===== src/rtl/cmt_pkg.sv =====
package cmt_pkg;

  typedef struct packed {
    logic clear;
    logic step;
  } cmtStrobes_t;

  localparam logic [2:0] SEL_EXT = 3'b111;

  // number of prescaler low bits that must be all ones for a tick
  function automatic int tapWidth(input logic [2:0] sel);
    case (sel)
      3'd0:    return 1;
      3'd1:    return 2;
      3'd2:    return 3;
      3'd3:    return 5;
      3'd4:    return 7;
      3'd5:    return 9;
      default: return 10;
    endcase
  endfunction

endpackage


===== src/rtl/cmt_ticksrc.sv =====
module cmt_ticksrc
  import cmt_pkg::*;
#(
  parameter int PRE_W       = 10,
  parameter int SYNC_STAGES = 2
) (
  input  logic       clk,
  input  logic       rstN,
  input  logic       extClk,
  input  logic [2:0] sel,
  output logic       tick
);

  localparam int SYNC_MSB = SYNC_STAGES - 1;

  logic [PRE_W-1:0]    pre;
  logic [SYNC_MSB:0]   syncQ;
  logic                edgePrev;
  logic                extPulse;
  logic [PRE_W-1:0]    tapMask;
  logic                divTick;

  always_ff @(posedge clk or negedge rstN) begin
    if (!rstN) pre <= '0;
    else       pre <= pre + 1'b1;
  end

  generate
    if (SYNC_STAGES == 1) begin : gSyncOne
      always_ff @(posedge clk or negedge rstN) begin
        if (!rstN) syncQ <= '0;
        else       syncQ <= extClk;
      end
    end else begin : gSyncChain
      always_ff @(posedge clk or negedge rstN) begin
        if (!rstN) syncQ <= '0;
        else       syncQ <= {syncQ[SYNC_MSB-1:0], extClk};
      end
    end
  endgenerate

  always_ff @(posedge clk or negedge rstN) begin
    if (!rstN) edgePrev <= 1'b0;
    else       edgePrev <= syncQ[SYNC_MSB];
  end

  assign extPulse = syncQ[SYNC_MSB] & ~edgePrev;

  always_comb begin
    tapMask = '0;
    for (int b = 0; b < PRE_W; b++) begin
      if (b < tapWidth(sel)) tapMask[b] = 1'b1;
    end
  end

  assign divTick = ((pre & tapMask) == tapMask);
  assign tick    = (sel == SEL_EXT) ? extPulse : divTick;

endmodule


===== src/rtl/cmt_control.sv =====
module cmt_control
  import cmt_pkg::*;
(
  input  logic        clk,
  input  logic        rstN,
  input  logic        startBit,
  input  logic        enableBit,
  input  logic [2:0]  cascadeBits,
  input  logic        tick,
  input  logic        matchEvt,
  input  logic        irqClr,
  output cmtStrobes_t strobes,
  output logic        irqFlag,
  output logic        matchOut
);

  logic startPrev;
  logic cascadeOn;

  assign cascadeOn = &cascadeBits;

  always_ff @(posedge clk or negedge rstN) begin
    if (!rstN) startPrev <= 1'b0;
    else       startPrev <= startBit;
  end

  always_comb begin
    strobes.clear = startBit & ~startPrev;
    strobes.step  = cascadeOn & startBit & enableBit & tick & ~strobes.clear;
  end

  always_ff @(posedge clk or negedge rstN) begin
    if (!rstN) begin
      irqFlag  <= 1'b0;
      matchOut <= 1'b0;
    end else begin
      irqFlag  <= matchEvt | (irqFlag & ~irqClr);
      matchOut <= matchOut ^ matchEvt;
    end
  end

endmodule


===== src/rtl/cmt_datapath.sv =====
module cmt_datapath
  import cmt_pkg::*;
#(
  parameter int HALF_W = 8
) (
  input  logic                clk,
  input  logic                rstN,
  input  cmtStrobes_t         strobes,
  input  logic [HALF_W-1:0]   cmpLo,
  input  logic [HALF_W-1:0]   cmpHi,
  output logic [2*HALF_W-1:0] count,
  output logic                matchEvt
);

  logic [HALF_W-1:0] lowQ;
  logic [HALF_W-1:0] highQ;
  logic              lowCarry;
  logic              atCompare;

  assign lowCarry  = &lowQ;
  assign atCompare = (lowQ == cmpLo) && (highQ == cmpHi);
  assign matchEvt  = strobes.step & atCompare;

  always_ff @(posedge clk or negedge rstN) begin
    if (!rstN) begin
      lowQ <= '0;
    end else if (strobes.clear || matchEvt) begin
      lowQ <= '0;
    end else if (strobes.step) begin
      lowQ <= lowQ + 1'b1;
    end
  end

  always_ff @(posedge clk or negedge rstN) begin
    if (!rstN) begin
      highQ <= '0;
    end else if (strobes.clear || matchEvt) begin
      highQ <= '0;
    end else if (strobes.step && lowCarry) begin
      highQ <= highQ + 1'b1;
    end
  end

  assign count = {highQ, lowQ};

endmodule


===== src/rtl/cascade_match_timer.sv =====
module cascade_match_timer
  import cmt_pkg::*;
#(
  parameter int HALF_W      = 8,
  parameter int PRE_W       = 10,
  parameter int SYNC_STAGES = 2
) (
  input  logic                clk,
  input  logic                rstN,
  input  logic                extClk,
  input  logic [7:0]          modeLo,
  input  logic [7:0]          modeHi,
  input  logic [HALF_W-1:0]   cmpLo,
  input  logic [HALF_W-1:0]   cmpHi,
  input  logic                irqClr,
  output logic [2*HALF_W-1:0] count,
  output logic                irqFlag,
  output logic                matchOut
);

  cmtStrobes_t strobes;
  logic        tick;
  logic        matchEvt;
  logic        unusedModeBits;

  assign unusedModeBits = ^{modeLo[7:5], modeHi[7], modeHi[5:4], modeHi[1:0]};

  cmt_ticksrc #(.PRE_W(PRE_W), .SYNC_STAGES(SYNC_STAGES)) uTick (
    .clk    (clk),
    .rstN   (rstN),
    .extClk (extClk),
    .sel    (modeLo[4:2]),
    .tick   (tick)
  );

  cmt_control uCtrl (
    .clk         (clk),
    .rstN        (rstN),
    .startBit    (modeLo[0]),
    .enableBit   (modeLo[1]),
    .cascadeBits ({modeHi[6], modeHi[3], modeHi[2]}),
    .tick        (tick),
    .matchEvt    (matchEvt),
    .irqClr      (irqClr),
    .strobes     (strobes),
    .irqFlag     (irqFlag),
    .matchOut    (matchOut)
  );

  cmt_datapath #(.HALF_W(HALF_W)) uData (
    .clk      (clk),
    .rstN     (rstN),
    .strobes  (strobes),
    .cmpLo    (cmpLo),
    .cmpHi    (cmpHi),
    .count    (count),
    .matchEvt (matchEvt)
  );

endmodule


===== config.mk =====
export PLATFORM = sky130hd
export DESIGN_NAME = cascade_match_timer
export DESIGN_NICKNAME = d
export VERILOG_FILES = /design/src/rtl/cmt_pkg.sv /design/src/rtl/cmt_ticksrc.sv /design/src/rtl/cmt_control.sv /design/src/rtl/cmt_datapath.sv /design/src/rtl/cascade_match_timer.sv
export SDC_FILE = /design/constraint.sdc
export NUM_CORES = 1
export LEC_CHECK = 0
export CORE_MARGIN = 2
export CORE_UTILIZATION = 42
export CTS_CLUSTER_DIAMETER = 100
export DETAILED_ROUTE_END_ITERATION = 7
export GPL_TIMING_DRIVEN = 0
export PLACE_DENSITY = 0.74
export SYNTH_ARGS = -nofsm -noshare
export SYNTH_HDL_FRONTEND = slang
export SYNTH_SLANG_ARGS = --single-unit

===== constraint.sdc =====
create_clock -name clk -period 2.1 [get_ports clk]
set_clock_uncertainty 0.05 [all_clocks]
set_input_delay 0.63 -clock clk [delete_from_list [all_inputs] [get_ports clk]]
set_output_delay 0.63 -clock clk [all_outputs]
set_load 0.01 [all_outputs]

==> summary by stage <==
Status
The final reports fail on negative setup slack. The flow ran to the end, but the final reports show violations.

Synth
The flip-flop and latch count after synthesis is 32. The commonest register cell after synthesis is sky130_fd_sc_hd__dfrtp_1. The mapped cell area is 1922 µm². Synthesis produced slightly above 200 cells. In the post-synthesis netlist, the biggest area contributors are sky130_fd_sc_hd__dfrtp_1, sky130_fd_sc_hd__xor2_1, sky130_fd_sc_hd__nand3_1, sky130_fd_sc_hd__xnor2_1, sky130_fd_sc_hd__ha_1. In this run the biggest area consumer among cell types represents 41.67% of the synthesized area. The sequential share of the synthesized area is 41.67%. The synthesized design contains 0 enable-type register cells.

Of all cell types, the one taking the most synthesized area is sky130_fd_sc_hd__dfrtp_1. The number of distinct standard cells referenced by the synthesized netlist is 48. For this run, the number of Yosys warnings is 0.

The synthesized netlist net count is between 200 and 250. The async set-or-reset flop fraction in the synthesized netlist is 100.0%. The average instance area after synthesis is between 9 and 10 µm².

STA
The worst max-slew margin expressed relative to the limit is 53.04%. The setup violation total in the final timing report is 18. Subtracting the final worst setup slack from the clock period gives 2.651 ns. The worst path setup slack after routing is -0.5511 ns. On the final layout, the worst hold slack is 0.2983 ns. For the pin with the worst max-slew slack, the measured transition is 0.7045 ns. The final critical path takes up 126.2% of the cycle. Setup repair after global routing could not meet its margin everywhere. The final count of pins violating max slew came to 0. Static timing analysis puts the maximum clock frequency at 0.3772 GHz. The number of failing hold endpoints at the final stage is 0.

Placed design
The number of placed instances, taps included, is 300. The routability-driven placement congestion ratio is 0.8598. In this run the cell area measured after placement is between 2000 and 2500 µm². Prior to clock tree synthesis, the placed netlist has a worst setup slack of -1.358 ns. Buffers placed on the I/O ports in this run total 45.

The half-perimeter wire length after detailed placement is ~3.2 mm.

Power and ir drop
The switching share of power is 23.81%. The portion of total power attributed to the clock network is 40.7%. The internal cell power is 0.001088 W. In this run the static leakage power is 1.249 nW. The total power divided by cell area is 491.1 nW/µm².

The net switching power is approximately 0.00034 W. The worst voltage drop across the vdd grid is between 0.5 and 0.6 mV. The combinational share of power is 14.8%. The share of total power dissipated in sequential elements is 44.6%.

Floorplanning
The top-level port count is 54. The die is 71.65 µm wide. The die covers 5133 µm².

The effective utilization at floorplan is 43.84%. The area of the core is 4384 µm². The floorplan step set the die height to 71.65 µm. The count of standard-cell rows is 24.

Worst setup path
The number of buffer and inverter instances along the worst setup path is 4. The register-to-register path setup slack is -0.27 ns. On the critical path the largest part of the delay comes from simple AND/OR/NAND/NOR gates.

The setup path with the least slack is of type in -> reg. The worst register-to-register path has a depth of 9. Of all nets on the critical path, the largest fanout is 4. The startpoint class of the critical path is a primary input. The slowest cell on the critical path is sky130_fd_sc_hd__or4_4. The signal on the critical path passes through buf_8 -> buf_8 -> buf_4 -> or3_1 -> a21oi_2 -> a211o_2 -> nand4_2 -> or2_4 -> buf_6 -> or4_4 -> a21oi_2.

The worst setup path is captured at a flip-flop. The endpoint of the lowest-slack register-to-register path is uData.highQ[5]. The required time of the worst setup path is 2.27 ns. The startpoint of the worst register-to-register path is uTick.pre[4]. In this design, the stage delay of the slowest critical-path cell is approximately 0.47 ns.

Data arrives at the worst endpoint at 2.82 ns.

Clock tree
The root cell of the clock tree is sky130_fd_sc_hd__clkbuf_8. The longest clock path from root to sink contains 2 buffers. The insertion delay to the later sink of the worst-skew pair is 0.28 ns. The register clock-pin slew on the reported worst setup and hold paths is 0.07 ns. The TritonCTS clock tree is built. The number of clock buffers inserted by TritonCTS is 5.

CTS saw 32 sinks. The total number of H-tree levels is 2.

Final layout
The library cell used most frequently in the layout, excluding fill and tap cells, is sky130_fd_sc_hd__dfrtp_1. The number of nets in the layout is 318. 0 antenna diodes ended up in the layout. The proportion of layout cells with a drive suffix above 1 is 27.34%. Compared with the post-synthesis result, the final layout area differs by 51.30%. The final standard cell area without fillers is 2908 µm². In the layout the commonest cells are sky130_fd_sc_hd__dfrtp_1, sky130_fd_sc_hd__clkdlybuf4s50_1, sky130_fd_sc_hd__xor2_1. After the flow finishes, the layout carries non-filler instances totaling 330.

Route
The number of detailed-route iterations in the first pass is 4. For this run, design rule violations remaining after detail routing come to 0. In this run the remaining antenna-violating nets after routing total 0.

The violation count after the first detailed-route iteration is 125. The post-detailed-route via-to-cell ratio is 5.509. The final layout contains routed wiring with a total length of 5.039 mm. The routed wirelength normalized by instance count is 15.27 µm. Across all layers, the routed design uses around 1800 vias.

Global routing
The overall track demand over capacity in global routing is 20.25%. The first global-routing pass estimated about 8 mm of wire. Entering global routing, the biggest net connects 33 pins. The via count of the first global-routing pass is 1795. The remaining global-route overflow is 0. The initial antenna violation count was 0.

Min path
The hold path endpoint is uTick.syncQ[1]. Counting instances, the worst hold path has a depth of 0. The startpoint identified for the worst hold timing path is uTick.syncQ[0]. The tightest min-delay check is of the reg -> reg type.

Run
The count of max-cap constraint violations is 0.
kinds of logic (layout without fill, tap and decap cells):
group / count (synthesis) / count (layout) / synth area share, %
compound gates: 40 / 40 / 13.15
xor+xnor: 28 / 28 / 12.76
fa+ha+maj: 6 / 6 / 3.776
buf+inv: 14 / 89 / 3.711
flops: 32 / 32 / 41.67
mux: 2 / 2 / 1.107
simple gates: 81 / 81 / 23.83
sequential cells by signal, summed over array words and instances, names as in the netlist:
| register | cells |
|---|---|
| uTick.pre | 10 |
| uData.highQ | 8 |
| uData.lowQ | 8 |
| uTick.syncQ | 2 |
| uCtrl.irqFlag | 1 |
| uCtrl.matchOut | 1 |
| uCtrl.startPrev | 1 |
| uTick.edgePrev | 1 |
metrics by stage:
step / total power [W] / util [%] / TNS [ns]
2_1_floorplan: 0.0007259 / - / -6.209
3_3_place_gp: 0.0008218 / 57.02 / -29.22
3_5_place_dp: 0.0008229 / 56.91 / -20.92
4_1_cts: 0.001406 / 62.59 / -5.476
5_1_grt: 0.001484 / 66.32 / -8.091
6_report: 0.001428 / 66.32 / -6.066
power groups by stage:
stage                     Clock [W]  Sequential, W  Combinational (W)
after floorplan                   0       0.000647          0.0000789
after global placement            0       0.000648           0.000174
after detailed placement          0       0.000648           0.000175
after CTS                  0.000586       0.000636           0.000184
after global routing       0.000617       0.000638           0.000229
final                      0.000581       0.000636           0.000211
synth_stat cells, types with 2 or more instances:
master                     count
sky130_fd_sc_hd__dfrtp_1      32
sky130_fd_sc_hd__xor2_1       20
sky130_fd_sc_hd__nand3_1      15
sky130_fd_sc_hd__nand2_1      14
sky130_fd_sc_hd__a21oi_1      12
sky130_fd_sc_hd__nor2_1       11
sky130_fd_sc_hd__inv_1         8
sky130_fd_sc_hd__xnor2_1       8
sky130_fd_sc_hd__o21ai_0       6
sky130_fd_sc_hd__or3_1         6
sky130_fd_sc_hd__ha_1          5
sky130_fd_sc_hd__nand4_1       5
sky130_fd_sc_hd__o21ai_1       5
sky130_fd_sc_hd__and3_1        4
sky130_fd_sc_hd__nor4_1        4
sky130_fd_sc_hd__buf_2         3
sky130_fd_sc_hd__nand2b_1      3
sky130_fd_sc_hd__nor3_1        3
sky130_fd_sc_hd__a22oi_1       2
sky130_fd_sc_hd__and4_1        2
sky130_fd_sc_hd__buf_6         2
sky130_fd_sc_hd__nand3b_1      2
sky130_fd_sc_hd__nand4b_1      2
sky130_fd_sc_hd__nor3b_1       2
sky130_fd_sc_hd__nor4bb_1      2
sky130_fd_sc_hd__o211ai_1      2
sky130_fd_sc_hd__or2_1         2
per-layer routing:
metal / GRT usage, % / share of wire, % / vias to the layer above
met3: 4.782 / 4.6 / 6
met4: 6.289 / 1.3 / 0
met2: 35.60 / 52 / 46
li1: - / - / 890
met5: 0 / 0 / -
met1: 24.47 / 42 / 876
cell type report:
cell class              instances  area [µm²]
clock buffers                   6       72.57
plain buffers                   6       51.30
well taps                      52       65.06
clock inverters                 2       35.03
repair buffers                 67       616.8
flip-flops and latches         32       802.0
fillers                       368        1476
inverters                       8       35.03
multi-input cells             157        1230
how the worst max path moves through the flow:
stage	from	to	slack [ns]	cells after the start
finish	modeLo[3]	uData.highQ[5]	-0.55	11
global route	modeLo[3]	uData.highQ[5]	-0.62	11
CTS	modeLo[3]	uData.highQ[5]	-0.49	12
detailed placement	modeLo[4]	uData.highQ[5]	-1.36	10
global placement	modeLo[4]	uData.highQ[5]	-1.31	10
floorplan	modeLo[3]	uData.highQ[5]	-0.56	11
what timing repair did:
action | CTS | global route
gates resized for setup | 32 | 28
buffers inserted | 15 | 6
hold buffers | 0 | 0
gates cloned | 1 | 0
pin swaps | 18 | 16
setup endpoints to repair | 18 | 20
No activity file was read; power rests on OpenSTA's default activity.
